[src/rtl/dv_pkg.sv]
package dv_pkg;
  localparam int unsigned PW = 7;
  localparam int unsigned SW = 6;

  typedef struct packed {
    logic          hi;
    logic [PW-1:0] p;
    logic [SW-1:0] s;
  } cfg_t;
endpackage

[src/rtl/dv_load_cnt.sv]
module dv_load_cnt #(
  parameter int unsigned W = 6
) (
  input  logic         clk_i,
  input  logic         rst_ni,
  input  logic         load_i,
  input  logic [W-1:0] val_i,
  input  logic         dec_i,
  output logic [W-1:0] cnt_o
);
  logic [W-1:0] cnt_q;

  always_ff @(posedge clk_i or negedge rst_ni) begin
    if (!rst_ni)                       cnt_q <= '0;
    else if (load_i)                   cnt_q <= val_i;
    else if (dec_i && cnt_q != '0)     cnt_q <= cnt_q - W'(1);
  end

  assign cnt_o = cnt_q;

  a_r8_load_taken: assert property (@(posedge clk_i) disable iff (!rst_ni)
    load_i |=> cnt_q == $past(val_i));
  a_r8_no_underflow: assert property (@(posedge clk_i) disable iff (!rst_ni)
    (!load_i && cnt_q == '0) |=> cnt_q == '0);
endmodule

[src/rtl/dv_prescaler.sv]
module dv_prescaler #(
  parameter int unsigned MOD_W = 6
) (
  input  logic             clk_i,
  input  logic             rst_ni,
  input  logic             load_i,
  input  logic [MOD_W-1:0] mod_i,
  output logic             last_o
);
  localparam int unsigned HW = MOD_W - 1;

  // 2/3 cell runs mod_i/2 periods; the final one is 3 long when mod_i is odd
  logic [HW-1:0] per_q;
  logic [1:0]    cell_q;
  logic          odd_q;
  logic [HW-1:0] half;

  assign half = mod_i[MOD_W-1:1];

  always_ff @(posedge clk_i or negedge rst_ni) begin
    if (!rst_ni) begin
      per_q  <= '0;
      cell_q <= '0;
      odd_q  <= 1'b0;
    end else if (load_i) begin
      per_q  <= half - HW'(1);
      odd_q  <= mod_i[0];
      cell_q <= (half == HW'(1) && mod_i[0]) ? 2'd2 : 2'd1;
    end else if (cell_q == 2'd0) begin
      if (per_q != '0) begin
        per_q  <= per_q - HW'(1);
        cell_q <= (per_q == HW'(1) && odd_q) ? 2'd2 : 2'd1;
      end
    end else begin
      cell_q <= cell_q - 2'd1;
    end
  end

  assign last_o = (cell_q == 2'd0) && (per_q == '0);

  a_r8_no_short_period: assert property (@(posedge clk_i) disable iff (!rst_ni)
    load_i |=> !last_o);
  a_r8_cell_bound: assert property (@(posedge clk_i) disable iff (!rst_ni)
    cell_q != 2'd3);
endmodule

[src/rtl/ps_freq_div.sv]
module ps_freq_div
  import dv_pkg::*;
#(
  parameter int unsigned M_LO_BAND = 32,
  parameter int unsigned M_HI_BAND = 47,
  parameter int unsigned S_MAX_LO  = 31,
  parameter int unsigned S_MAX_HI  = 47
) (
  input  logic          clk_i,
  input  logic          rst_ni,
  input  logic          band_hi_i,
  input  logic [PW-1:0] prog_i,
  input  logic [SW-1:0] swal_i,
  output logic          div_o,
  output logic          cfg_err_o
);
  localparam int unsigned MOD_W = $clog2(M_HI_BAND + 2);
  localparam logic [SW-1:0] SMAX_L = SW'(S_MAX_LO);
  localparam logic [SW-1:0] SMAX_H = SW'(S_MAX_HI);

  cfg_t          cfg_q, cfg_in, cfg_nx;
  logic          started_q, err_q;
  logic          legal, pre_last, end_cyc, bnd, pre_load;
  logic          hi_n, swal_nz;
  logic [MOD_W-1:0] mod_nx;
  logic [SW-1:0] s_cnt;
  logic [PW-1:0] p_cnt;

  assign cfg_in = '{hi: band_hi_i, p: prog_i, s: swal_i};
  assign legal  = (prog_i != '0) && (PW'(swal_i) <= prog_i) &&
                  (swal_i <= (band_hi_i ? SMAX_H : SMAX_L));
  assign cfg_nx = legal ? cfg_in : cfg_q;

  assign end_cyc  = started_q && pre_last && (p_cnt == PW'(1));
  assign bnd      = !started_q || end_cyc;
  assign pre_load = !started_q || pre_last;

  // modulus of the prescaler period about to start
  always_comb begin
    if (bnd) begin
      hi_n    = cfg_nx.hi;
      swal_nz = (cfg_nx.s != '0);
    end else begin
      hi_n    = cfg_q.hi;
      swal_nz = (s_cnt > SW'(1));
    end
    mod_nx = (hi_n ? MOD_W'(M_HI_BAND) : MOD_W'(M_LO_BAND)) + MOD_W'(swal_nz);
  end

  always_ff @(posedge clk_i or negedge rst_ni) begin
    if (!rst_ni) begin
      started_q <= 1'b0;
      err_q     <= 1'b0;
      cfg_q     <= '{hi: 1'b0, p: PW'(1), s: '0};
    end else if (bnd) begin
      started_q <= 1'b1;
      err_q     <= !legal;
      cfg_q     <= cfg_nx;
    end
  end

  dv_prescaler #(.MOD_W(MOD_W)) u_pre (
    .clk_i (clk_i),
    .rst_ni(rst_ni),
    .load_i(pre_load),
    .mod_i (mod_nx),
    .last_o(pre_last)
  );

  dv_load_cnt #(.W(SW)) u_swal (
    .clk_i (clk_i),
    .rst_ni(rst_ni),
    .load_i(bnd),
    .val_i (cfg_nx.s),
    .dec_i (started_q && pre_last),
    .cnt_o (s_cnt)
  );

  dv_load_cnt #(.W(PW)) u_prog (
    .clk_i (clk_i),
    .rst_ni(rst_ni),
    .load_i(bnd),
    .val_i (cfg_nx.p),
    .dec_i (started_q && pre_last),
    .cnt_o (p_cnt)
  );

  assign div_o     = end_cyc;
  assign cfg_err_o = err_q;

  a_r1_quiet_before_start: assert property (@(posedge clk_i) disable iff (!rst_ni)
    !started_q |-> (!div_o && !cfg_err_o));
  a_r4_single_pulse: assert property (@(posedge clk_i) disable iff (!rst_ni)
    div_o |=> !div_o);
  a_r6_keep_cfg: assert property (@(posedge clk_i) disable iff (!rst_ni)
    (bnd && !legal) |=> (cfg_q == $past(cfg_q)) && cfg_err_o);
  a_r8_swal_le_prog: assert property (@(posedge clk_i) disable iff (!rst_ni)
    started_q |-> (PW'(s_cnt) <= p_cnt));
endmodule

[config.mk]
export PLATFORM = sky130hd
export DESIGN_NAME = ps_freq_div
export DESIGN_NICKNAME = d
export VERILOG_FILES = /design/src/rtl/dv_pkg.sv /design/src/rtl/dv_load_cnt.sv /design/src/rtl/dv_prescaler.sv /design/src/rtl/ps_freq_div.sv
export SDC_FILE = /design/constraint.sdc
export NUM_CORES = 1
export LEC_CHECK = 0
export ABC_AREA = 1
export BUFFER_PORTS_ARGS = -buffer_cell sky130_fd_sc_hd__clkbuf_2
export CAP_MARGIN = 5
export CELL_PAD_IN_SITES_DETAIL_PLACEMENT = 0
export CELL_PAD_IN_SITES_GLOBAL_PLACEMENT = 1
export CORE_MARGIN = 8
export CORE_UTILIZATION = 35
export CTS_CLUSTER_DIAMETER = 150
export DETAILED_ROUTE_END_ITERATION = 7
export MAX_ROUTING_LAYER = met4
export PLACE_DENSITY_LB_ADDON = 0.08
export SETUP_SLACK_MARGIN = 0.3
export SLEW_MARGIN = 20
export SYNTH_ARGS = -nofsm -noshare
export SYNTH_HDL_FRONTEND = slang
export SYNTH_SLANG_ARGS = --single-unit
[constraint.sdc]
create_clock -name clk_i -period 4.6 [get_ports clk_i]
set_input_delay 0.46 -clock clk_i [delete_from_list [all_inputs] [get_ports clk_i]]
set_output_delay 0.46 -clock clk_i [all_outputs]
set_load 0.01 [all_outputs]
### Word-level counts from Yosys, hierarchy flattened

Index checks and enable logic that the tools add are counted.

| cells by class | value |
|---|---|
| add/sub/neg operators | 6 |
| order comparisons | 3 |
| equality and inequality tests | 4 |
| muxes and demuxes | 17 |
| reductions and logical operators | 25 |

Operator list:

| kind | number |
|---|---|
| 6-bit 2-to-1 mux | 3 |
| 5-bit 2-to-1 mux | 3 |
| 14-bit 2-to-1 mux | 1 |
| 7-bit 2-to-1 mux | 2 |
| 7-bit nonzero test | 2 |
| 6-bit nonzero test | 2 |
| 5-bit by 1-bit equality test with 1-bit output (second input constant) | 2 |
| 2-bit 2-to-1 mux | 5 |
| 5-bit by 1-bit subtractor with 5-bit output (second input constant) | 2 |
| 1-bit logical AND | 9 |
| 2-bit nonzero test | 4 |
| 7-bit by 1-bit equality test with 1-bit output (second input constant) | 1 |
| 6-bit by 7-bit <= comparator with 1-bit output | 1 |
| 7-bit by 1-bit subtractor with 7-bit output (second input constant) | 1 |
| 6-bit by 1-bit adder with 6-bit output | 1 |
| 6-bit by 1-bit > comparator with 1-bit output (second input constant) | 1 |
| 6-bit <= comparator | 1 |
| 6-bit by 1-bit subtractor with 6-bit output (second input constant) | 1 |
| 5-bit zero test | 1 |
| 5-bit nonzero test | 1 |
| 4-bit 2-to-1 mux | 1 |
| 3-bit by 2-bit inequality test with 1-bit output (second input constant) | 1 |
| 1-bit zero test | 2 |
| 2-bit zero test | 1 |
| 4 further kinds | 6 |

| word-level totals | value |
|---|---|
| flip-flop bits (word level) | 37 |
| input port bits | 16 |
| output and inout bits | 2 |
| word-level logic and storage cells | 65 |

### Longest topological paths before layout

| depth | value |
|---|---|
| depth in word-level cells | 12 |
| gate-level depth with buffers | 22 |
| gate-level depth less buffers | 21 |

### By module

From an unflattened synthesis, not the netlist that was laid out.

| unflattened totals | value |
|---|---|
| cell total of the unflattened synthesis | 402 |
| area, all modules | 2,787.7 um2 |

Modules (own cells, without submodules):

| module | instances | cells each | area each (um2) | sequential area each (um2) |
|---|---|---|---|---|
| ps_freq_div | 1 | 167 | 1,177.4 | 401.6 |
| dv_prescaler | 1 | 93 | 634.4 | 200.2 |
| dv_load_cnt at u_prog | 1 | 75 | 524.3 | 175.2 |
| dv_load_cnt at u_swal | 1 | 67 | 451.7 | 150.1 |

### Least setup slack after synthesis

OpenSTA, ideal clock, no wires.

| timing | value |
|---|---|
| kind | input to register |
| start | input prog_i[5] |
| end | register u_pre.per_q[4] |
| library setup time | 0.117 ns |
| data arrival time | 2.272 ns |
| required time | 4.483 ns |
| slack | 2.212 ns |
| cell stages on the path | 21 |
| path buffers | 1 |
| cells stage by stage | inv_1 ha_1 inv_1 nor3_2 nand2_1 nand2_1 nand2_2 nand2_2 buf_6 o21ai_1 nor2_1 nand2_1 nor2_1 nor2_1 ha_1 inv_1 nand3_1 nand2_1 nand2_1 nand2_1 nand2_1 |

| between the ends | value |
|---|---|
| cells in the longest elaborated chain, start to end | 9 |
| elaborated cells between the ends (all ways) | 12 |
| those cells by class | 2 x add/sub; 1 x order compare; 5 x mux; 4 x reduce/logical |

RTL lines:

| item | line | text |
|---|---|---|
| start: declaration | ps_freq_div.sv:12 | `input logic [PW-1:0] prog_i,` |
| 6-bit by 7-bit <= comparator with 1-bit output / 7-bit nonzero test (equally long branches) | ps_freq_div.sv:30 | `assign legal = (prog_i != '0) && (PW'(swal_i) <= prog_i) &&` |
| 1-bit logical AND (*) (2 in a row) | ps_freq_div.sv:30 |  |
| 14-bit 2-to-1 mux (*) | ps_freq_div.sv:32 | `assign cfg_nx = legal ? cfg_in : cfg_q;` |
| 6-bit nonzero test / 1-bit 2-to-1 mux (equally long branches) | ps_freq_div.sv:42, ps_freq_div.sv:40 |  |
| 1-bit 2-to-1 mux / 4-bit 2-to-1 mux (equally long branches) | ps_freq_div.sv:40, ps_freq_div.sv:47 |  |
| 6-bit by 1-bit adder with 6-bit output (*) | ps_freq_div.sv:47 | `mod_nx = (hi_n ? MOD_W'(M_HI_BAND) : MOD_W'(M_LO_BAND)) + MOD_W'(swal_nz);` |
| 5-bit by 1-bit subtractor with 5-bit output (*) | dv_prescaler.sv:26 | `per_q <= half - HW'(1);` |
| 5-bit 2-to-1 mux (*) | dv_prescaler.sv:25 | `end else if (load_i) begin` |
| end signal: assignment | dv_prescaler.sv:26 |  |
| end signal: assignment | dv_prescaler.sv:31 | `per_q <= per_q - HW'(1);` |
| end: declaration | dv_prescaler.sv:13 | `logic [HW-1:0] per_q;` |

Every way passes the cells marked *; elsewhere a longest branch is shown, timed or not.
A chain may end at the register's enable or synchronous reset.

### Worst setup path after layout

| timing | value |
|---|---|
| start | input band_hi_i |
| end | register u_pre.per_q[4] |

| between the ends | value |
|---|---|
| cells in the longest elaborated chain, start to end | 9 |
| elaborated cells between the ends (all ways) | 11 |
| those cells by class | 2 x add/sub; 1 x order compare; 6 x mux; 2 x reduce/logical |

RTL lines:

| item | line | text |
|---|---|---|
| start: declaration | ps_freq_div.sv:11 | `input logic band_hi_i,` |
| 6-bit 2-to-1 mux | ps_freq_div.sv:31 | `(swal_i <= (band_hi_i ? SMAX_H : SMAX_L));` |
| 6-bit <= comparator | ps_freq_div.sv:31 |  |
| 1-bit logical AND | ps_freq_div.sv:30 |  |
| 14-bit 2-to-1 mux (*) | ps_freq_div.sv:32 |  |
| 6-bit nonzero test / 1-bit 2-to-1 mux (equally long branches) | ps_freq_div.sv:42, ps_freq_div.sv:40 |  |
| 1-bit 2-to-1 mux / 4-bit 2-to-1 mux (equally long branches) | ps_freq_div.sv:40, ps_freq_div.sv:47 |  |
| 6-bit by 1-bit adder with 6-bit output (*) | ps_freq_div.sv:47 |  |
| 5-bit by 1-bit subtractor with 5-bit output (*) | dv_prescaler.sv:26 |  |
| 5-bit 2-to-1 mux (*) | dv_prescaler.sv:25 |  |

Marks and branches as above.

==> results.toml <==
[clock_tree]
root_buffer = "clkbuf_8"
clkLatencyLatePin_ns = 0.29
cts_hold_buf = 0
cts_buffers = 5
clock-sinks = 37
cts.clk_slew.worst_paths_ns = 0.08
cts-resized-gates = 0
clockBufferDepth = 2
cts_max_level = 2
cts_tree = "done"
post_cts_buffers = 0

[setup_path]
crit_path_frequent_cell = "nand2_1"
r2r_slack_ns = 2.03
timing.rr.start = "u_pre.per_q[0]"
cp-start-kind = "input port"
required_ns = 4.78
cp_top_family = "simple AND/OR/NAND/NOR gates"
cp_slowest_cell = "ha_1"
critical_path.max_stage_delay_ns = 0.29
critPathMaxFanout = 21
cp_cell_sequence = "clkbuf_2 -> inv_1 -> ha_1 -> nand2_1 -> nor2_1 -> nand2_1 -> a21oi_2 -> nand2_2 -> inv_1 -> nor2_1 -> nor2_1 -> nand2_1 -> nor2_1 -> nor2_1 -> ha_1 -> inv_1 -> nand3_1 -> nand2_1 -> nand2_1 -> nand2_1 -> nand2_1"
setup.worst_path.end_class = "flip-flop"
worstPathArrival_ns = 2.90
cp-startpoint = "band_hi_i"
critical_path_buf_inv_count = 4
critPathKind = "input port to flip-flop"

[layout]
antenna_cells = 0
regArea_sq_um = 927.1
drive_gt1_frac = 0.1224
synthToLayoutAreaGrowth_pct = 9.067
nNetsFinal = 366
fillCellCount = 735
multi_input_area_sq_um = 1224

[placement]
place_congestion = 0.7868
portBuffers = 17
hpwlAfterDp_mm = 4.011

[die]
die_w_microns = 98.59
dieArea_sq_um = 9720
fp-row-count = 30
core_sq_um = 6681
io_pins = 18
die_h_microns = 98.59
initial_core_util = 0.3573

[global_routing]
grt.met2_usage = 0.1910
grt_first_pass_wirelength_mm = 9.756
grt_pass1_vias = 2003
gr-total-overflow = 0
grt_max_degree = 38
gr-usage-met1 = 0.1689
antenna_found_initial = 0
met3_usage = 0.02748
grt_usage = 0.1284
grt-busiest-layer = "met2"

[logic_synthesis]
ys_ff_latch = 37
yosysSeqAreaShare = 0.3884
ys_async_sr_fraction = 1.000
synth_most_common_cell = "nand2_1"
synth_ff_type = "dfrtp_1"
yosys.area.top_type = "dfrtp_1"
synth-edff-count = 0
synth_area_sq_um = 2387
ys_types = 41
synthTopCellsByArea = "dfrtp_1, nand2_1, ha_1"
yosys_warnings = 0
syn-num-nets = 349
avgSynthCellArea_sq_um = 7.531
netlist.area_leader.share = 0.3774
synth_top_cells_by_count = "nand2_1, inv_1, dfrtp_1"
synth_cells = 317

[pwr]
ir_worst_vdd_v = 0.0001308
power_density_nw_per_um2 = 351.0
clkPwrFrac = 0.243
cellLeakagePower_nw = 1.361
p_int_uw = 593.2
seqPwrFrac = 0.468
power_switching_uw = 320.6
swShare = 0.3509
comb_power_share = 0.288

[sta]
hold_viol_final = 0
drv_slew = 0
period_needed_ns = 2.718
rsz0062_at_grt = "false"
whs_ns = 0.2734
fin_setup_tns_ns = 0
period_share = 0.5910
relSlewSlack = 0.4205
clock.fmax_ghz = 0.3679
skew_ns = 0.01216
setup_viol = 0
worstMarginPinSlew_ns = 0.8693

[routing]
num_vias = 1916
drt_iter0_markers = 55
drcViolationCount = 0
via_per_inst = 4.617
postRouteAntennaNets = 0
wl_per_cell_microns = 13.04
firstDrtPassIters = 4
wl_mm = 5.410

[outcome]
outcome = "finished clean"

[min_path]
hp-class = "input port to async pin"

[run]
drv_cap = 0
==> power by group through the flow <==
stage / sequential (mW) / clock [mW] / combinational [mW]
after global placement: 0.433 / 0 / 0.268
after global routing: 0.439 / 0.247 / 0.317
final: 0.428 / 0.223 / 0.263
after floorplan: 0.425 / 0 / 0.207
after detailed placement: 0.435 / 0 / 0.265
after CTS: 0.429 / 0.233 / 0.267
==> layout by cell type (no fill, tap or decap), drive strengths merged, types with 3 or more instances in the layout <==
master / n
inv: 50
xor2: 4
or2: 4
a21oi: 11
o21ai: 27
nor2: 35
nor3: 3
a31oi: 5
nand2: 80
ha: 16
dfrtp: 36
clkbuf: 24
nand3: 21
==> cells by family (layout without fill, tap and decap cells) <==
kind of cell,count (synthesis),in the layout,synth area share
adders and majority gates,16,16,0.08386
AOI/OAI and AO/OA,52,52,0.1316
xor gates and xnor gates,6,6,0.02201
and+or+nand+nor,148,148,0.2736
DFF,37,37,0.3884
buffers and inverters,57,75,0.09905
other,1,1,0.001571
==> routing by layer <==
layer,up-vias,wire length [microns]
met1,850,2869
met5,-,0
li1,1039,-
met2,21,2333
met3,6,134
met4,0,72
==> stage by stage <==
step                instances  utilization  setup slack [ns]  power, mW  area, sq um
finish                    415       0.3897             1.882     0.9139         2604
global route              415       0.3897             1.350      1.002         2604
CTS                       415       0.3897             1.898     0.9292         2604
detailed placement        407       0.3777             1.592     0.6995         2524
global placement          407       0.3777             1.632     0.7012         2524
floorplan                 317            -             2.212     0.6321         2387
==> state kept, by name, summed over array words and instances, names as in the netlist <==
name and count:
started_q 1, u_pre.per_q 5, cfg_err_o 1, u_pre.cell_q 2, u_pre.odd_q 1, u_prog.cnt_o 7, u_swal.cnt_o 6, cfg_q 14
==> final cells by class <==
cell class	count	area share
Timing Repair Buffer	17	0.03268
Clock buffer	8	0.03075
Multi-Input combinational cell	223	0.4700
Tap cell	80	0.03844
Sequential cell	37	0.3561
Inverter	50	0.07208
==> worst reg2reg max path, stage by stage, from the launching register on <==
cell and delay [ns]:
dfrtp_1 0.38, inv_1 0.11, ha_1 0.25, nand3_2 0.13, nor2_4 0.17, nand2_2 0.09, nand2_4 0.23, o21ai_1 0.12
nor2_1 0.19, nand2_1 0.10, nor2_1 0.09, nor2_1 0.05, ha_1 0.21, inv_1 0.05, nand3_1 0.07, nand2_1 0.09
nand2_1 0.05, nand2_1 0.05, nand2_1 0.05
==> final timing paths <==
| kind | endpoint | depth (start not counted) |
|---|---|---|
| worst max-delay path | u_pre.per_q[4] | 21 |
| worst min-delay path | cfg_q[7] | 1 |
| worst max register to register | u_pre.per_q[4] | 18 |
| worst min register to register | u_pre.cell_q[1] | 1 |
| max in group asynchronous | u_prog.cnt_o[6] | 1 |
| min in group clk_i | u_pre.cell_q[1] | 1 |
Power figures use the tool's default switching activity.
